==> src/rtl/svp4_pkg.sv <==
// Shared types and the per-leg gate mapping for the four-vector sequencer.
// Assumes a three-level leg with switches S1..S4 from the positive rail.
package svp4_pkg;

    localparam int LVL_W   = 2;
    localparam int N_VEC   = 4;
    localparam int N_SEG   = 7;
    localparam int LEG_SW  = 4;

    typedef enum logic [2:0] {
        SEG_OUT1  = 3'd0,
        SEG_OUT2  = 3'd1,
        SEG_OUT3  = 3'd2,
        SEG_MID   = 3'd3,
        SEG_RET3  = 3'd4,
        SEG_RET2  = 3'd5,
        SEG_RET1  = 3'd6
    } seg_e;

    localparam logic [LVL_W-1:0] LVL_NEG  = 2'd0;
    localparam logic [LVL_W-1:0] LVL_ZERO = 2'd1;
    localparam logic [LVL_W-1:0] LVL_POS  = 2'd2;

    // Leg level to {S1,S2,S3,S4}; the unused code turns the leg off.
    function automatic logic [LEG_SW-1:0] leg_gates(input logic [LVL_W-1:0] lvl);
        case (lvl)
            LVL_POS:  leg_gates = 4'b1100;
            LVL_ZERO: leg_gates = 4'b0110;
            LVL_NEG:  leg_gates = 4'b0011;
            default:  leg_gates = 4'b0000;
        endcase
    endfunction

    // Mirrored segment to vector slot (0-based).
    function automatic logic [1:0] seg_slot(input seg_e s);
        case (s)
            SEG_OUT1, SEG_RET1: seg_slot = 2'd0;
            SEG_OUT2, SEG_RET2: seg_slot = 2'd1;
            SEG_OUT3, SEG_RET3: seg_slot = 2'd2;
            default:            seg_slot = 2'd3;
        endcase
    endfunction

endpackage

==> src/rtl/svp4_timebase.sv <==
// Period counter and segment finder.
// Holds the on-times captured at the last wrap, builds the seven mirrored
// segment lengths, and reports the first segment whose running end is
// beyond the counter. Zero-length segments are never chosen because their
// end equals the end of the segment before them.
module svp4_timebase
    import svp4_pkg::*;
#(
    parameter int TIME_W = 8,
    parameter int CNT_W  = TIME_W + 2
) (
    input  logic                           clk,
    input  logic                           rst_n,
    input  logic [N_VEC-1:0][TIME_W-1:0]   ton_in,
    output logic                           load_o,
    output seg_e                           seg_o,
    output logic [CNT_W-1:0]               cnt_o,
    output logic [CNT_W-1:0]               last_o,
    output logic [N_VEC-1:0][TIME_W-1:0]   ton_hold_o
);

    logic [N_VEC-1:0][TIME_W-1:0]  ton_q;
    logic [N_SEG-1:0][TIME_W-1:0]  seg_len;
    logic [N_SEG-1:0][CNT_W-1:0]   seg_end;
    logic [CNT_W-1:0]              cnt_q;
    logic [CNT_W-1:0]              period_len;
    logic [CNT_W-1:0]              last_cnt;
    seg_e                          seg_pick;

    // Segment lengths: mirrored halves outside, full centre time.
    for (genvar k = 0; k < N_SEG; k++) begin : g_len
        localparam int SLOT = (k < N_SEG / 2) ? k : (N_SEG - 1 - k);
        if (k == N_SEG / 2) begin : g_mid
            assign seg_len[k] = ton_q[N_VEC-1];
        end else begin : g_side
            assign seg_len[k] = ton_q[SLOT] >> 1;
        end
    end

    // Running end position of every segment.
    always_comb begin
        logic [CNT_W-1:0] acc;
        acc = '0;
        for (int k = 0; k < N_SEG; k++) begin
            acc        = acc + CNT_W'(seg_len[k]);
            seg_end[k] = acc;
        end
    end

    assign period_len = seg_end[N_SEG-1];
    assign last_cnt   = (period_len == '0) ? '0 : period_len - 1'b1;

    // Lowest segment whose end lies beyond the counter; centre if none.
    always_comb begin
        seg_pick = SEG_MID;
        for (int k = N_SEG - 1; k >= 0; k--) begin
            if (cnt_q < seg_end[k]) seg_pick = seg_e'(3'(k));
        end
    end

    assign load_o = (cnt_q >= last_cnt);

    // Counter advance and wrap with on-time capture.
    always_ff @(posedge clk) begin
        if (!rst_n) begin
            cnt_q <= '0;
            ton_q <= '0;
        end else if (load_o) begin
            cnt_q <= '0;
            ton_q <= ton_in;
        end else begin
            cnt_q <= cnt_q + 1'b1;
        end
    end

    assign seg_o      = seg_pick;
    assign cnt_o      = cnt_q;
    assign last_o     = last_cnt;
    assign ton_hold_o = ton_q;

endmodule

==> src/rtl/svp4_vec_hold.sv <==
// Vector capture and selection.
// Stores the four vectors at each wrap and hands out the one that the
// current segment names. Assumes load comes from the timebase.
module svp4_vec_hold
    import svp4_pkg::*;
#(
    parameter int N_PH  = 3,
    parameter int VEC_W = N_PH * LVL_W
) (
    input  logic                         clk,
    input  logic                         rst_n,
    input  logic                         load_i,
    input  logic [N_VEC-1:0][VEC_W-1:0]  vec_in,
    input  seg_e                         seg_i,
    output logic [VEC_W-1:0]             vec_o
);

    logic [N_VEC-1:0][VEC_W-1:0] vec_q;

    // Capture the vector set at the period wrap.
    always_ff @(posedge clk) begin
        if (!rst_n)      vec_q <= '0;
        else if (load_i) vec_q <= vec_in;
    end

    // Segment picks a slot through the mirror table.
    assign vec_o = vec_q[seg_slot(seg_i)];

endmodule

==> src/rtl/svp4_gate_map.sv <==
// Level-to-gate translation and output registers.
// Each phase level becomes four switch commands; the gate word and the
// segment number are registered together so they stay aligned.
module svp4_gate_map
    import svp4_pkg::*;
#(
    parameter int N_PH  = 3,
    parameter int VEC_W = N_PH * LVL_W,
    parameter int GATE_W = N_PH * LEG_SW
) (
    input  logic               clk,
    input  logic               rst_n,
    input  logic [VEC_W-1:0]   vec_i,
    input  seg_e               seg_i,
    output logic [GATE_W-1:0]  gate_o,
    output logic [2:0]         seg_o
);

    logic [GATE_W-1:0] gate_d;
    logic [GATE_W-1:0] gate_q;
    logic [2:0]        seg_q;

    for (genvar p = 0; p < N_PH; p++) begin : g_leg
        assign gate_d[LEG_SW*p +: LEG_SW] = leg_gates(vec_i[LVL_W*p +: LVL_W]);
    end

    // Register gate word and segment number.
    always_ff @(posedge clk) begin
        if (!rst_n) begin
            gate_q <= '0;
            seg_q  <= '0;
        end else begin
            gate_q <= gate_d;
            seg_q  <= seg_i;
        end
    end

    assign gate_o = gate_q;
    assign seg_o  = seg_q;

endmodule

==> src/rtl/svp4_sequencer.sv <==
// Four-vector mirrored PWM sequencer, top level.
// Plays four pre-ordered vectors as 1,2,3,4,3,2,1 with half on-times on the
// sides and the full fourth time in the centre, one tick per clock.
// Assumes the inputs are held valid around each period wrap.
module svp4_sequencer
    import svp4_pkg::*;
#(
    parameter int N_PH   = 3,
    parameter int TIME_W = 8,
    localparam int VEC_W  = N_PH * LVL_W,
    localparam int GATE_W = N_PH * LEG_SW,
    localparam int CNT_W  = TIME_W + 2
) (
    input  logic              clk,
    input  logic              rst_n,
    input  logic [VEC_W-1:0]  vec1,
    input  logic [VEC_W-1:0]  vec2,
    input  logic [VEC_W-1:0]  vec3,
    input  logic [VEC_W-1:0]  vec4,
    input  logic [TIME_W-1:0] ton1,
    input  logic [TIME_W-1:0] ton2,
    input  logic [TIME_W-1:0] ton3,
    input  logic [TIME_W-1:0] ton4,
    output logic [GATE_W-1:0] gate_o,
    output logic [2:0]        seg_o
);

    logic                          load;
    seg_e                          seg_now;
    logic [CNT_W-1:0]              cnt;
    logic [CNT_W-1:0]              last_cnt;
    logic [N_VEC-1:0][TIME_W-1:0]  sh_t;
    logic [VEC_W-1:0]              vec_sel;

    svp4_timebase #(.TIME_W(TIME_W), .CNT_W(CNT_W)) u_tb (
        .clk        (clk),
        .rst_n      (rst_n),
        .ton_in     ({ton4, ton3, ton2, ton1}),
        .load_o     (load),
        .seg_o      (seg_now),
        .cnt_o      (cnt),
        .last_o     (last_cnt),
        .ton_hold_o (sh_t)
    );

    svp4_vec_hold #(.N_PH(N_PH), .VEC_W(VEC_W)) u_vh (
        .clk    (clk),
        .rst_n  (rst_n),
        .load_i (load),
        .vec_in ({vec4, vec3, vec2, vec1}),
        .seg_i  (seg_now),
        .vec_o  (vec_sel)
    );

    svp4_gate_map #(.N_PH(N_PH), .VEC_W(VEC_W), .GATE_W(GATE_W)) u_gm (
        .clk    (clk),
        .rst_n  (rst_n),
        .vec_i  (vec_sel),
        .seg_i  (seg_now),
        .gate_o (gate_o),
        .seg_o  (seg_o)
    );

endmodule

==> config.mk <==
export PLATFORM = sky130hd
export DESIGN_NAME = svp4_sequencer
export DESIGN_NICKNAME = d
export VERILOG_FILES = /design/src/rtl/svp4_pkg.sv /design/src/rtl/svp4_timebase.sv /design/src/rtl/svp4_vec_hold.sv /design/src/rtl/svp4_gate_map.sv /design/src/rtl/svp4_sequencer.sv
export SDC_FILE = /design/constraint.sdc
export NUM_CORES = 1
export LEC_CHECK = 0
export BUFFER_PORTS_ARGS = -buffer_cell sky130_fd_sc_hd__clkbuf_2
export CORE_AREA = 2 2 128 130
export CTS_CLUSTER_SIZE = 28
export DETAILED_ROUTE_END_ITERATION = 10
export DIE_AREA = 0 0 130 132
export MAX_ROUTING_LAYER = met4
export PLACE_DENSITY_LB_ADDON = 0.15
export SKIP_CTS_REPAIR_TIMING = 1
export SYNTH_ARGS = -nofsm -noshare
export SYNTH_HDL_FRONTEND = slang
export SYNTH_SLANG_ARGS = --single-unit
==> constraint.sdc <==
create_clock -name clk -period 18.73 [get_ports clk]
set_clock_uncertainty 0.1 [all_clocks]
set_input_delay 0.9365 -clock clk [delete_from_list [all_inputs] [get_ports clk]]
set_output_delay 0.9365 -clock clk [all_outputs]
set_load 0.005 [all_outputs]
Word level (Yosys, flattened, before mapping)

Cells that the tools add are included.

Muxes and demuxes: 14
Bitwise gates (word level): 1
Eq/ne operators: 11
Order comparisons: 9
Add/sub/neg operators: 8
Reduce and logical (&&, ||, !) cells: 9

Operator list:

| kind                  | count |
|---|---|
| $lt 10x10->1          | 6 |
| $add 10x7->10         | 4 |
| $pmux 4 s3            | 3 |
| $mux 3                | 7 |
| $bmux 6 s2            | 1 |
| $add 10x1->10 const B | 1 |
| $add 10x8->10         | 1 |
| $ge 10x10->1          | 1 |
| $logic_not 10->1      | 1 |
| $lt 10x7->1           | 1 |
| $mux 10               | 1 |
| $sub 10x1->10 const B | 1 |
| $eq 3x3->1 const B    | 3 |
| $add 7x7->8           | 1 |
| $reduce_or 2->1       | 4 |
| $eq 2x1->1 const B    | 3 |
| $eq 2x2->1 const B    | 3 |
| $logic_not 2->1       | 3 |
| $mux 6                | 1 |
| $pmux 2 s3            | 1 |
| $eq 3x1->1 const B    | 1 |
| $eq 3x2->1 const B    | 1 |
| $logic_not 3->1       | 1 |
| $lt 2x3->1 const B    | 1 |
| $not 1->1             | 1 |

Bits of input ports: 58
Register bits: 81

Longest topological paths before layout

Depth after elaboration: 21
Mapped depth: 43

Modules after synthesis

A second synthesis with hierarchy kept.

Cells, all modules: 796
Area, all modules: 7,129.3 µm²

By module, submodules not included:

| module        | instances | seq. area each (µm²) | cells each | area an instance (µm²) |
|---|---|---|---|---|
| svp4_timebase | 1         | 840.8                | 652        | 5,464.0 |
| svp4_vec_hold | 1         | 480.5                | 98         | 1,121.1 |
| svp4_gate_map | 1         | 300.3                | 46         | 544.3 |

Worst setup path before layout

Ideal clock, no wire load.

Kind: register to register
Start point: register u_tb.ton_q (netlist bit u_tb.ton_hold_o[1])
End point: register u_tb.ton_q (netlist bit u_tb.ton_hold_o[14])
Cell stages (with the launch flop): 39
Setup time: 0.117 ns
Data required time: 18.513 ns
Path buffers: 2
Arrival time: 8.452 ns
Period minus slack after synthesis: 8.668 ns
Path slack: 10.062 ns
Cell sequence: dfxtp_1 -> ha_1 -> fa_1 -> fa_1 -> inv_1 -> fa_1 -> xnor2_1 -> ha_1 -> nor2b_1 -> o21a_1 -> or2_2 -> and2_1 -> nor2_1 -> ha_1 -> and3_1 -> a2111o_1 -> xor2_1 -> ha_1 -> (+3 left out) -> and4b_1 -> a221o_1 -> xnor2_1 -> nor2_1 -> a21oi_1 -> ha_1 -> nand2b_1 -> a21o_1 -> a21o_1 -> a21o_1 -> a21o_1 -> a21o_1 -> a211oi_1 -> o21ai_1 -> clkbuf_1 -> clkbuf_1 -> mux2i_1 -> nor2b_1

Word-level cells in the longest chain between the ends: 9
Elaborated cells between the ends (all ways): 10

Ends and longest elaborated chain:

| item                                                     | line                | RTL |
|---|---|---|
| start: declaration                                       | svp4_timebase.sv:22 | `logic [N_VEC-1:0][TIME_W-1:0] ton_q;` |
| start signal: assignment                                 | svp4_timebase.sv:70 | `ton_q <= ton_in;` |
| $add 7x7->8                                              | svp4_timebase.sv:45 | `acc = acc + CNT_W'(seg_len[k]);` |
| $add 10x7->10                                            | svp4_timebase.sv:45 |  |
| $add 10x8->10                                            | svp4_timebase.sv:45 |  |
| $add 10x7->10 (2 in series)                              | svp4_timebase.sv:45 |  |
| $add 10x7->10 *                                          | svp4_timebase.sv:45 |  |
| $sub 10x1->10 / $logic_not 10->1 (equally long branches) | svp4_timebase.sv:51 | `assign last_cnt = (period_len == '0) ? '0 : period_len - 1'b1;` |
| $mux 10 *                                                | svp4_timebase.sv:51 |  |
| $ge 10x10->1 *                                           | svp4_timebase.sv:61 | `assign load_o = (cnt_q >= last_cnt);` |

Every way passes the cells marked *; elsewhere a longest branch is shown, timed or not.
A chain may end at the register's enable or synchronous reset.

Worst setup path in the final report

Start point: register u_tb.ton_q (netlist bit u_tb.ton_hold_o[1])
End point: register u_gm.gate_q[9] (netlist: u_gm.gate_o[9])

Word-level cells in the longest chain between the ends: 21
Elaborated cells between the ends (all ways): 36

Ends and longest elaborated chain:

| item                               | line                | RTL |
|---|---|---|
| $add 7x7->8                        | svp4_timebase.sv:45 |  |
| $add 10x7->10                      | svp4_timebase.sv:45 |  |
| $add 10x8->10                      | svp4_timebase.sv:45 |  |
| $add 10x7->10 (3 in series)        | svp4_timebase.sv:45 |  |
| $lt 10x10->1                       | svp4_timebase.sv:57 | `if (cnt_q < seg_end[k]) seg_pick = seg_e'(3'(k));` |
| $mux 3 (6 in series)               | svp4_timebase.sv:57 |  |
| $mux 3 *                           | svp4_timebase.sv:57 |  |
| $eq 3x2->1 (tied with other cells) | svp4_pkg.sv:36      | `case (s)` |
| $reduce_or 2->1                    | svp4_pkg.sv:36      |  |
| $pmux 2 s3 *                       | svp4_pkg.sv:36      |  |
| $bmux 6 s2 *                       | svp4_vec_hold.sv:27 | `assign vec_o = vec_q[seg_slot(seg_i)];` |
| $mux 6 (implied by the code) *     | svp4_vec_hold.sv:27 |  |
| $eq 2x1->1 (tied with other cells) | svp4_pkg.sv:26      | `case (lvl)` |
| $pmux 4 s3 *                       | svp4_pkg.sv:26      |  |
| end signal: assignment             | svp4_gate_map.sv:33 | `gate_q <= gate_d;` |
| end: declaration                   | svp4_gate_map.sv:20 | `logic [GATE_W-1:0] gate_q;` |

Every way passes the cells marked *; elsewhere a longest branch is shown, timed or not. The select of a mux whose other input is x is not followed.

==> impl_metrics.py <==
metrics = {
    "yosys": {
        "synth_most_common_cell": "ha_1",
        "ys.flop_type": "dfxtp_1",
        "synth_top_family_by_area": "adder cells",
        "yosys.area_share.adder_pct": 22.9,
        "synth-edff-count": 0,
        "yosys.area_share.simple_pct": 15.9,
        "netlist_area_sq_um": 6980,
        "yosys.area.top_type": "dfxtp_1",
        "seq_area_frac_synth_pct": 22.4,
        "synthMuxAreaShare_pct": 11.7,
        "synth_cells": 792,
        "synth.avg_cell_area_sq_um": 8.81,
        "synth-xor-area-share_pct": 6.29,
        "synth_area_leaders": "dfxtp_1 (22%), ha_1 (21%), mux2i_1 (11%), nor2b_1 (5.6%), xnor2_1 (3.6%)",
        "synth_top_area_share_pct": 22.4,
        "synth_compound_area_share_pct": 16.3,
        "synth_warnings": 0,
        "yosys-top-cells-count": "ha_1 (117), mux2i_1 (79), dfxtp_1 (78)",
        "async_flop_share_pct": 0,
        "yosysUniqueCellTypes": 60,
        "ys_ff_latch": 78,
        "syn_nets": 973,
    },
    "setup_path": {
        "path_delay_family": "adder cells",
        "crit_path_frequent_cell": "ha_1",
        "crit_arrival_ns": 9.97,
        "cp_max_fo": 12,
        "crit_path_end_kind": "flip-flop",
        "cp.depth": 33,
        "crit_buf_inv": 2,
        "timing.critical_path.slowest_cell_delay_ns": 0.68,
        "worst_path_max_delay_cell": "o31a_1",
        "start_kind": "flip-flop",
        "worst-setup-path-type": "reg -> reg",
        "cp.required_ns": 18.86,
        "worstRegToRegCells": 33,
    },
    "die": {
        "die_h_um": 132,
        "die_area_sq_um": 17200,
        "core_sq_um": 15700,
        "rows": 46,
        "io-pin-count": 73,
        "die_w_um": 130,
        "start_util_pct": 44.4,
    },
    "detailed_routing": {
        "drc": 0,
        "drtPass1Iterations": 6,
        "viasPerCell": 5.24,
        "wl_per_cell_um": 14.8,
        "ant_nets": 0,
        "routed_wl_um": 15900,
        "vias": 5641,
        "drtIter0Drc": 137,
    },
    "worst_hold_path": {
        "whs_path_depth": 2,
        "hp-class": "reg -> reg",
    },
    "layout": {
        "drive_above_1_share_pct": 12.1,
        "antenna_cells": 0,
        "regArea_sq_um": 1560,
        "multi_input_area_sq_um": 5110,
        "fillers": 1528,
        "area_growth_pct": 11.9,
        "final_nets": 1037,
    },
    "cts": {
        "cts-root-buf": "clkbuf_16",
        "clk_pin_slew_ns": 0.06,
        "cts-buffers-inserted": 9,
        "clock_path_buffers": 2,
        "clk_latency_ns": 0.34,
        "ctsHtreeMaxLevel": 3,
        "cts_num_sinks": 78,
        "cts_tree": "done",
    },
    "status": {
        "outcome": "completed",
    },
    "power_and_ir_drop": {
        "power.combinational.fraction_pct": 58.3,
        "p_switching_uw": 369,
        "power_frac_seq_pct": 23.4,
        "switching_share_pct": 41.9,
        "finalPower_uw": 881,
        "clkPwrFrac_pct": 18.3,
        "p_int_uw": 512,
        "power_density_nw_per_um2": 113,
        "vdd_ir_drop_max_v": 0.0000851,
        "leakagePower_nw": 3.52,
    },
    "grt": {
        "antenna_found_initial": 0,
        "grt_max_degree": 79,
        "grt_pass1_vias": 5648,
        "grt_use_total_pct": 19.8,
        "overflow": 0,
        "grt_first_pass_wirelength_um": 26600,
    },
    "sta": {
        "hold_viol": 0,
        "finalSetupTns_ns": 0,
        "rsz0062_at_grt": "no",
        "fin_crit_ns": 9.84,
        "timing.final.crit_share_pct": 52.5,
        "tightest_slew_ns": 0.967,
        "slew_viol_final": 0,
        "slew_headroom_pct": 35.6,
        "fmax_mhz": 102,
        "setup-violations-final": 0,
    },
    "placed_design": {
        "port_buffers": 69,
        "dpl.hpwl_um": 12600,
        "gp_congestion": 0.829,
    },
    "job": {
        "maxCapViolCount": 0,
    },
}
==> path summary, 6_finish.rpt <==
check,start,to,slack (ns)
worst max-delay path,u_tb.ton_hold_o[1],u_gm.gate_o[9],8.89
worst min-delay path,u_tb.ton_hold_o[24],u_tb.ton_hold_o[24],0.43
worst max register to register,u_tb.ton_hold_o[1],u_gm.gate_o[9],8.89
worst min register to register,u_tb.ton_hold_o[24],u_tb.ton_hold_o[24],0.43
==> through the flow <==
stage | cells | setup WS (ns) | area, sq um | utilization [%] | hold WS [ns]
3_3_place_gp | 1061 | 9.11 | 7550 | 48.0 | 0.418
2_1_floorplan | 792 | 10.06 | 6980 | - | 0.390
4_1_cts | 1076 | 8.88 | 7810 | 49.7 | 0.437
6_report | 1076 | 8.89 | 7810 | 49.7 | 0.433
3_5_place_dp | 1061 | 8.93 | 7550 | 48.0 | 0.426
5_1_grt | 1076 | 8.33 | 7810 | 49.7 | 0.458
==> tightest hold or removal path, stage by stage (launching register included) <==
cell and delay, ns:
dfxtp_1 0.31, mux2i_1 0.12, nor2b_1 0.06
==> sequential cells by signal, indices dropped and copies added, names as in the netlist <==
register and flops:
u_gm.gate_o 12, u_gm.seg_o 3, u_tb.ton_hold_o 29, u_tb.cnt_o 10
u_vh.vec_q 24
==> placed cells by master, fill, tap and decap left out, drive strengths merged, types with 7 or more instances in the layout <==
master / synthesis / layout
ha: 117 / 117
mux2i: 79 / 79
dfxtp: 78 / 78
clkbuf: 15 / 78
inv: 64 / 65
nor2b: 63 / 63
nor2: 52 / 52
a21oi: 42 / 42
o21ai: 35 / 35
nand2: 30 / 30
xnor2: 30 / 30
a21o: 20 / 20
xor2: 18 / 18
and3: 14 / 14
o21a: 14 / 14
nand3: 14 / 14
nand2b: 11 / 11
and2: 11 / 11
a211oi: 10 / 10
o21bai: 7 / 7
nor3: 7 / 7
o211ai: 7 / 7
==> routing by layer <==
| layer | global-route usage (%) | wire length (um) | vias to the layer above |
|---|---|---|---|
| li1 | - | - | 2912 |
| met1 | 24.0 | 7440 | 2645 |
| met2 | 33.8 | 7880 | 68 |
| met3 | 2.52 | 374 | 16 |
| met4 | 6.39 | 257 | 0 |
| met5 | - | 0 | - |
==> power groups by stage <==
| stage | Sequential [mW] | Combinational, mW | Clock, mW |
|---|---|---|---|
| final | 0.206 | 0.514 | 0.162 |
| after global routing | 0.208 | 0.568 | 0.173 |
| after CTS | 0.206 | 0.516 | 0.167 |
| after detailed placement | 0.209 | 0.514 | 0 |
| after global placement | 0.209 | 0.498 | 0 |
| after floorplan | 0.203 | 0.412 | 0 |
==> cell type report <==
cell class                 instances  area share, %
inverter                          64           3.08
tap                              216           3.46
timing repair buffer              72           4.71
clock buffer                       9           2.88
multi-input combinational        631           65.4
sequential                        78           20.0
clock inverter                     6          0.497
==> cells by family (layout without fill, tap and decap cells) <==
kind of cell	count (synthesis)	in the layout
simple gates	213	213
compound gates	166	166
flops	78	78
mux	80	80
fa+ha+maj	124	124
xor+xnor	48	48
buf+inv	83	151
Note: power is estimated with default switching activity, not from simulation.
